## src/rtl/tune_decim_pkg.sv

```systemverilog
package tune_decim_pkg;

  typedef enum logic {
    ST_IDLE = 1'b0,
    ST_RUN  = 1'b1
  } dec_state_t;

  // Effective factor for a raw control value: zero maps to one, large values saturate.
  function automatic int unsigned eff_factor(input int unsigned raw, input int unsigned max_f);
    if (raw == 0)
      return 1;
    else if (raw > max_f)
      return max_f;
    else
      return raw;
  endfunction

  // Next phase value inside a group of length (top + 1).
  function automatic int unsigned next_phase(input int unsigned ph, input int unsigned top);
    return (ph >= top) ? 0 : ph + 1;
  endfunction

endpackage

```

## src/rtl/tune_decim_phase.sv

```systemverilog
module tune_decim_phase
  import tune_decim_pkg::*;
#(
  parameter int MAX_FACTOR = 16,
  parameter int FACT_W     = 5,
  parameter int PH_W       = 4
) (
  input  logic              clk,
  input  logic              rst,
  input  logic              load,
  input  logic              step,
  input  logic [FACT_W-1:0] raw_factor,
  output logic [PH_W-1:0]   phase,
  output logic [PH_W-1:0]   factor_m1,
  output logic              last_phase
);

  logic [PH_W-1:0] load_m1;

  always_comb begin
    load_m1 = PH_W'(eff_factor(32'(raw_factor), 32'(MAX_FACTOR)) - 1);
  end

  always_ff @(posedge clk) begin
    if (rst) begin
      phase     <= '0;
      factor_m1 <= '0;
    end else if (load) begin
      phase     <= '0;
      factor_m1 <= load_m1;
    end else if (step) begin
      phase <= PH_W'(next_phase(32'(phase), 32'(factor_m1)));
    end
  end

  assign last_phase = (phase == factor_m1);

endmodule

```

## src/rtl/tune_decim_fsm.sv

```systemverilog
module tune_decim_fsm
  import tune_decim_pkg::*;
(
  input  logic clk,
  input  logic rst,
  input  logic ctl_fire,
  input  logic data_fire,
  input  logic last_phase,
  output logic running
);

  dec_state_t st_q, st_d;

  always_comb begin
    st_d = st_q;
    unique case (st_q)
      ST_IDLE: if (ctl_fire) st_d = ST_RUN;
      ST_RUN:  if (data_fire && last_phase) st_d = ST_IDLE;
      default: st_d = ST_IDLE;
    endcase
  end

  always_ff @(posedge clk) begin
    if (rst) st_q <= ST_IDLE;
    else     st_q <= st_d;
  end

  assign running = (st_q == ST_RUN);

endmodule

```

## src/rtl/tune_decim_route.sv

```systemverilog
module tune_decim_route #(
  parameter int DATA_W = 8
) (
  input  logic              running,
  input  logic              keep_phase,
  input  logic              in_valid,
  input  logic [DATA_W-1:0] in_data,
  input  logic              out_ready,
  output logic              in_ready,
  output logic              ctl_ready,
  output logic              out_valid,
  output logic [DATA_W-1:0] out_data
);

  always_comb begin
    ctl_ready = !running;
    out_data  = in_data;
    if (!running) begin
      in_ready  = 1'b0;
      out_valid = 1'b0;
    end else if (keep_phase) begin
      in_ready  = out_ready;
      out_valid = in_valid;
    end else begin
      in_ready  = 1'b1;
      out_valid = 1'b0;
    end
  end

endmodule

```

## src/rtl/tune_decim.sv

```systemverilog
module tune_decim #(
  parameter  int DATA_W     = 8,
  parameter  int MAX_FACTOR = 16,
  localparam int FACT_W     = $clog2(MAX_FACTOR + 1),
  localparam int PH_W       = (MAX_FACTOR > 1) ? $clog2(MAX_FACTOR) : 1
) (
  input  logic              clk,
  input  logic              rst,
  input  logic              ctl_valid,
  output logic              ctl_ready,
  input  logic [FACT_W-1:0] ctl_factor,
  input  logic              in_valid,
  output logic              in_ready,
  input  logic [DATA_W-1:0] in_data,
  output logic              out_valid,
  input  logic              out_ready,
  output logic [DATA_W-1:0] out_data
);

  // Named internal events, visible to the bound checker.
  logic            running;
  logic            keep_phase;
  logic            last_phase;
  logic            ctl_fire;
  logic            data_fire;
  logic [PH_W-1:0] phase_q;
  logic [PH_W-1:0] fm1_q;

  assign ctl_fire   = ctl_valid && ctl_ready;
  assign data_fire  = in_valid && in_ready;
  assign keep_phase = (phase_q == '0);

  tune_decim_phase #(
    .MAX_FACTOR (MAX_FACTOR),
    .FACT_W     (FACT_W),
    .PH_W       (PH_W)
  ) u_phase (
    .clk        (clk),
    .rst        (rst),
    .load       (ctl_fire),
    .step       (data_fire),
    .raw_factor (ctl_factor),
    .phase      (phase_q),
    .factor_m1  (fm1_q),
    .last_phase (last_phase)
  );

  tune_decim_fsm u_fsm (
    .clk        (clk),
    .rst        (rst),
    .ctl_fire   (ctl_fire),
    .data_fire  (data_fire),
    .last_phase (last_phase),
    .running    (running)
  );

  tune_decim_route #(
    .DATA_W (DATA_W)
  ) u_route (
    .running    (running),
    .keep_phase (keep_phase),
    .in_valid   (in_valid),
    .in_data    (in_data),
    .out_ready  (out_ready),
    .in_ready   (in_ready),
    .ctl_ready  (ctl_ready),
    .out_valid  (out_valid),
    .out_data   (out_data)
  );

endmodule

```

## config.mk

```make
export PLATFORM = sky130hd
export DESIGN_NAME = tune_decim
export DESIGN_NICKNAME = d
export VERILOG_FILES = /design/src/rtl/tune_decim_pkg.sv /design/src/rtl/tune_decim_phase.sv /design/src/rtl/tune_decim_fsm.sv /design/src/rtl/tune_decim_route.sv /design/src/rtl/tune_decim.sv
export SDC_FILE = /design/constraint.sdc
export NUM_CORES = 1
export LEC_CHECK = 0
export ABC_CLOCK_PERIOD_IN_PS = 2000
export BUFFER_PORTS_ARGS = -buffer_cell sky130_fd_sc_hd__buf_2
export CAP_MARGIN = 20
export CORE_MARGIN = 10
export CORE_UTILIZATION = 35
export DETAILED_ROUTE_END_ITERATION = 8
export GPL_ROUTABILITY_DRIVEN = 0
export SLEW_MARGIN = 0
export SYNTH_ARGS = -nofsm -noshare
export SYNTH_HDL_FRONTEND = slang
export SYNTH_HIERARCHICAL = 1
export SYNTH_SLANG_ARGS = --single-unit
```

## constraint.sdc

```tcl
create_clock -name clk -period 2 [get_ports clk]
set_clock_uncertainty 0.2 [all_clocks]
set_input_delay 0.3 -clock clk [delete_from_list [all_inputs] [get_ports clk]]
set_output_delay 0.3 -clock clk [all_outputs]
set_load 0.01 [all_outputs]
```

# Yosys cells after proc, flatten, opt, wreduce, memory -nomap -nowiden
# Cells that the tools add are included.
# W data, S select, Z words.
[word_totals]
regBits = 9
input_bits = 18
output_inout_bits = 11
[classes]
add_sub_neg = 2
n_lt_le_gt_ge = 2
n_eq_ne = 1
mux = 10
n_bitwise = 1
reduce_logical = 7
[ops]
columns = ["cell", "n"]
rows = [
  ["$mux W4", 3],
  ["$mux W1", 6],
  ["$gt A5 B5 Y1 const B", 1],
  ["$logic_not A5 Y1", 1],
  ["$add A4 B1 Y4 const B", 1],
  ["$eq A4 B4 Y1", 1],
  ["$ge A4 B4 Y1", 1],
  ["$logic_not A4 Y1", 1],
  ["$sub A4 B1 Y4 const B", 1],
  ["$logic_and A1 B1 Y1", 3],
  ["$pmux W1 S2", 1],
  ["$reduce_or A2 Y1", 1],
  ["$logic_not A1 Y1", 1],
  ["$not A1 Y1", 1],
]

# Logic depth before layout (Yosys ltp)
[logic_depth]
ltp_word = 7
mapped_depth = 7
mapped_depth_nobuf = 7

# Cells and area by module
# Netlist, hierarchy kept.
[modules_own_cells]
columns = ["module", "n_inst", "cells_per_inst", "area_per_inst_um2", "seq_area_each_um2"]
rows = [
  ["tune_decim_phase", 1, 56, 514.2, 160.2],
  ["tune_decim_route", 1, 12, 82.6, 0.0],
  ["tune_decim_fsm", 1, 3, 32.5, 20.0],
  ["tune_decim", 1, 3, 25.0, 0.0],
]

# Least setup slack after synthesis
# Ideal clock, no wire load.
[synth_timing]
kind = "register to register"
startpoint = "register u_phase.phase[0]"
endpoint = "register u_phase.phase[3]"
arrival_ns = 1.559
required_time_ns = 1.721
setup_slack_ns = 0.162
path_stages_with_launch = 7
period_less_slack_ns = 1.838
path_cell_list = "dfxtp_1 > inv_1 > ha_1 > nand2b_4 > a2111oi_4 > nor2_1 > a211oi_2"
[synth_between]
elab_chain_len = 4
[synth_rtl]
columns = ["item", "line_no", "rtl"]
rows = [
  ["start, declared", "tune_decim_phase.sv:13", "output logic [PH_W-1:0] phase,"],
  ["start signal, assigned", "tune_decim_phase.sv:32", "phase <= PH_W'(next_phase(32'(phase), 32'(factor_m1)));"],
  ["branches (longest 4 deep; another with $add A4 B1 Y4)", "-", ""],
]
# Several ways; the timed one is not identified.
# A chain may end at the register's enable or synchronous reset.

# Worst setup path in the final report
# Same ends and word-level chain as after synthesis.

==> Flow_metrics.wiki <==
{| class="wikitable"
! Metric !! Value
|-
| Number of antenna repair diodes || 0
|-
| Critical path, cell by cell || inv_1 > ha_1 > nand2b_4 > a2111oi_4 > nor2_1 > a211oi_2
|-
| Setup repair after global routing missed its margin || false
|-
| Post-CTS setup repair buffer count || 0
|-
| Horizontal extent of the die || 63.2 um
|-
| Number of buffer cells added on primary ports || 12
|-
| Cell Pwr Density || 600 mW/mm^2
|-
| Number of enable-type register cells in the synthesized netlist || 0
|-
| Count of state elements after synthesis || 9
|-
| Number of unique standard cell types used by synthesis || 31
|-
| Slew HR || 76.3%
|-
| Via count of the first global-routing pass || 502
|-
| Number of placement rows || 15
|-
| Worst path bufs/invs || 1
|-
| Vias per cell || around 4.8
|-
| Data required, critical path || 1.98 ns
|-
| Clock latency on the worst-skew pair || 0.26 ns
|-
| Fin. Hold Viols || 0
|-
| Static Leak || 0.000294 uW
|-
| Critical path's slowest cell || sky130_fd_sc_hd__dfxtp_2
|-
| Number of pins with negative max-slew slack in the final report || 0
|-
| Post-CTS Hold Fix Bufs || 0
|-
| Placed Area || around 680 sq um
|-
| Cell area after layout || 709 sq um
|-
| Die ar. || 0.00400 sq mm
|-
| TritonCTS Buffers || 3
|-
| Crit. End Element || flip-flop
|-
| Most frequent cells in the layout || sky130_fd_sc_hd__buf_2 (12), sky130_fd_sc_hd__nor2_1 (8), sky130_fd_sc_hd__dfxtp_1 (8), sky130_fd_sc_hd__inv_1 (6), sky130_fd_sc_hd__ha_1 (6)
|-
| Maximum fanout encountered on the critical timing path || 5
|-
| Global-route usage over all layers || 6.71%
|-
| Area growth from synthesis to layout || 8.41%
|-
| Worst path max stage delay || 0.37 ns
|-
| Dominant delay contributor by cell family on the critical path || compound AO/OA/AOI/OAI gates
|-
| Number of filler cells placed in the layout || 173
|-
| First-pass GRT wire length || 2.20 mm
|-
| Cell area after technology mapping || 654 sq um
|-
| Critical Path Source Type || flip-flop
|-
| Fin Setup TNS || 0 ns
|-
| Class of the most critical hold timing path || in -> reg
|-
| Arrival @ worst endpoint || 1.83 ns
|-
| Core footprint || 0.00175 sq mm
|-
| Total via count after detailed routing || between 500 and 600
|-
| Cell count after synthesis || 74
|-
| Post-CTS resize count || 0
|-
| Antenna violations before repair || 0
|-
| Routed wire length per instance || roughly 12 um
|-
| Floorplan die height || 63.2 um
|-
| Top_reg_cell synth || sky130_fd_sc_hd__dfxtp_1
|-
| Effective utilization at floorplan || 37.5%
|-
| Max rail drop VDD || 0.000373 V
|-
| Drt pass-1 iters || 4
|-
| Synth Net Count || 98
|-
| Async set-or-reset flop fraction in the synthesized netlist || 0%
|-
| Most common cell after layout, fill and taps aside || sky130_fd_sc_hd__buf_2
|-
| DRC viols || 0
|-
| Proportion of netlist area held by the largest area contributor || roughly 28%
|-
| Maximum number of pins on one net before global-route repair || 10
|-
| Layout cell share with drive strength beyond 1 || 27.2%
|-
| I/O pin count || 29
|-
| Result of the run || finished clean
|-
| CTS clock-pin slew for the worst setup and hold paths || 0.06 ns
|-
| Synth area leader || sky130_fd_sc_hd__dfxtp_1
|-
| Level count of the clock H-tree || 1
|-
| Top area cells in the synthesized netlist || sky130_fd_sc_hd__dfxtp_1 (28%), sky130_fd_sc_hd__ha_1 (11%), sky130_fd_sc_hd__buf_4 (9.2%)
|-
| Sum of overflow across all layers after global routing || 0
|-
| Type of the setup path with the least slack || reg -> reg
|-
| Max-Cap Viols || 0
|-
| Upper clock frequency limit || 542 MHz
|-
| Final layout net count || 106
|-
| Count of final setup violators || 0
|-
| CTS Root Buffer Type || sky130_fd_sc_hd__clkbuf_4
|-
| Maximum buffer depth of the clock tree || 2
|-
| Sequential area share after synthesis || 27.5%
|-
| Mean area per synthesized cell || 8.84 sq um
|-
| Worst slew pin tran || 0.356 ns
|-
| Final core utilization || 40.6%
|-
| Post-Route WL || approximately 1.3 mm
|-
| Final critical-path share of the clock period || between 90% and 100%
|-
| TritonCTS sink count || 9
|-
| Remaining antenna violation count || 0
|-
| Final critical-path required period || 1.85 ns
|-
| Count of warnings emitted by yosys || 6
|-
| Clock tree from TritonCTS || built
|-
| Initial drt markers || 5
|-
| Detail Placement HPWL || around 1.1 mm
|}
through the flow:
| step | worst slack [ns] | hold slack (ns) | power, uW | std cells |
|---|---|---|---|---|
| finish | 0.153 | 0.0790 | 425 | 106 |
| floorplan | 0.162 | 0.172 | 279 | 74 |
| detailed placement | 0.0587 | 0.273 | 289 | 102 |
| global placement | 0.108 | 0.274 | 288 | 102 |
| CTS | 0.0376 | 0.0774 | 428 | 106 |
| global route | 0.0608 | 0.0932 | 453 | 106 |
cell usage after synthesis, types with 2 or more instances:
library cell	instances
sky130_fd_sc_hd__dfxtp_1	9
sky130_fd_sc_hd__ha_1	6
sky130_fd_sc_hd__nand2b_1	4
sky130_fd_sc_hd__a211oi_1	3
sky130_fd_sc_hd__and2_1	2
sky130_fd_sc_hd__nor2_1	8
sky130_fd_sc_hd__nor2b_1	2
sky130_fd_sc_hd__o211ai_1	2
sky130_fd_sc_hd__a21oi_1	4
sky130_fd_sc_hd__buf_4	8
sky130_fd_sc_hd__inv_1	6
final cells by class:
type / instances / area, sq um / share of cell area, %
Clock buffer: 4 / 26.3 / 3.70
Inverter: 6 / 22.5 / 3.17
Multi-Input combinational cell: 50 / 388 / 54.7
Sequential cell: 9 / 181 / 25.6
Tap cell: 25 / 31.3 / 4.41
Timing Repair Buffer: 12 / 60.1 / 8.47
path summary, 6_finish.rpt:
check	from	to	slack (ns)	depth (start not counted)
setup reg to reg	u_phase/phase[0]	u_phase/phase[3]	0.15	6
hold reg to reg	u_phase/factor_m1[1]	u_phase/factor_m1[1]	0.28	2
hold / removal	rst	u_phase/factor_m1[2]	0.08	2
setup / recovery	u_phase/phase[0]	u_phase/phase[3]	0.15	6
metal layers:
| layer | GRT usage [%] | vias up | share of wire, % |
|---|---|---|---|
| met5 | 0 | - | 0 |
| met4 | 4.10 | 0 | 1.9 |
| met3 | 3.71 | 4 | 7.5 |
| met2 | 10.0 | 16 | 42 |
| met1 | 7.23 | 222 | 49 |
| li1 | - | 266 | - |
kinds of logic (layout without fill, tap and decap cells):
| logic type | after synthesis | after routing | synth area share (%) |
|---|---|---|---|
| AOI/OAI and AO/OA | 16 | 16 | 20.8 |
| xor gates and xnor gates | 2 | 2 | 2.68 |
| and+or+nand+nor | 25 | 25 | 22.8 |
| muxes | 1 | 1 | 1.53 |
| adders and majority gates | 6 | 6 | 11.5 |
| buffers and inverters | 15 | 22 | 13.2 |
| DFF | 9 | 9 | 27.5 |
registers in the layout, indices dropped and copies added, names as in the netlist:
register	flops
u_fsm/running	1
u_phase/factor_m1	4
u_phase/phase	4
worst register-to-register path, cell delays in order, from the launching register on:
cell and delay (ns):
sky130_fd_sc_hd__dfxtp_2 0.37, sky130_fd_sc_hd__inv_1 0.07, sky130_fd_sc_hd__ha_1 0.30, sky130_fd_sc_hd__nand2b_4 0.15
sky130_fd_sc_hd__a2111oi_4 0.37, sky130_fd_sc_hd__nor2_1 0.10, sky130_fd_sc_hd__a211oi_2 0.21
power by group:
group / internal, uW / leakage [uW] / switching [uW]
logic: 43.9 / 0.000205 / 46.5
clock network: 76.9 / 0.0000150 / 62.8
registers: 189 / 0.0000743 / 6.35
total: 310 / 0.000294 / 116
(Power assumes the default switching activity.)
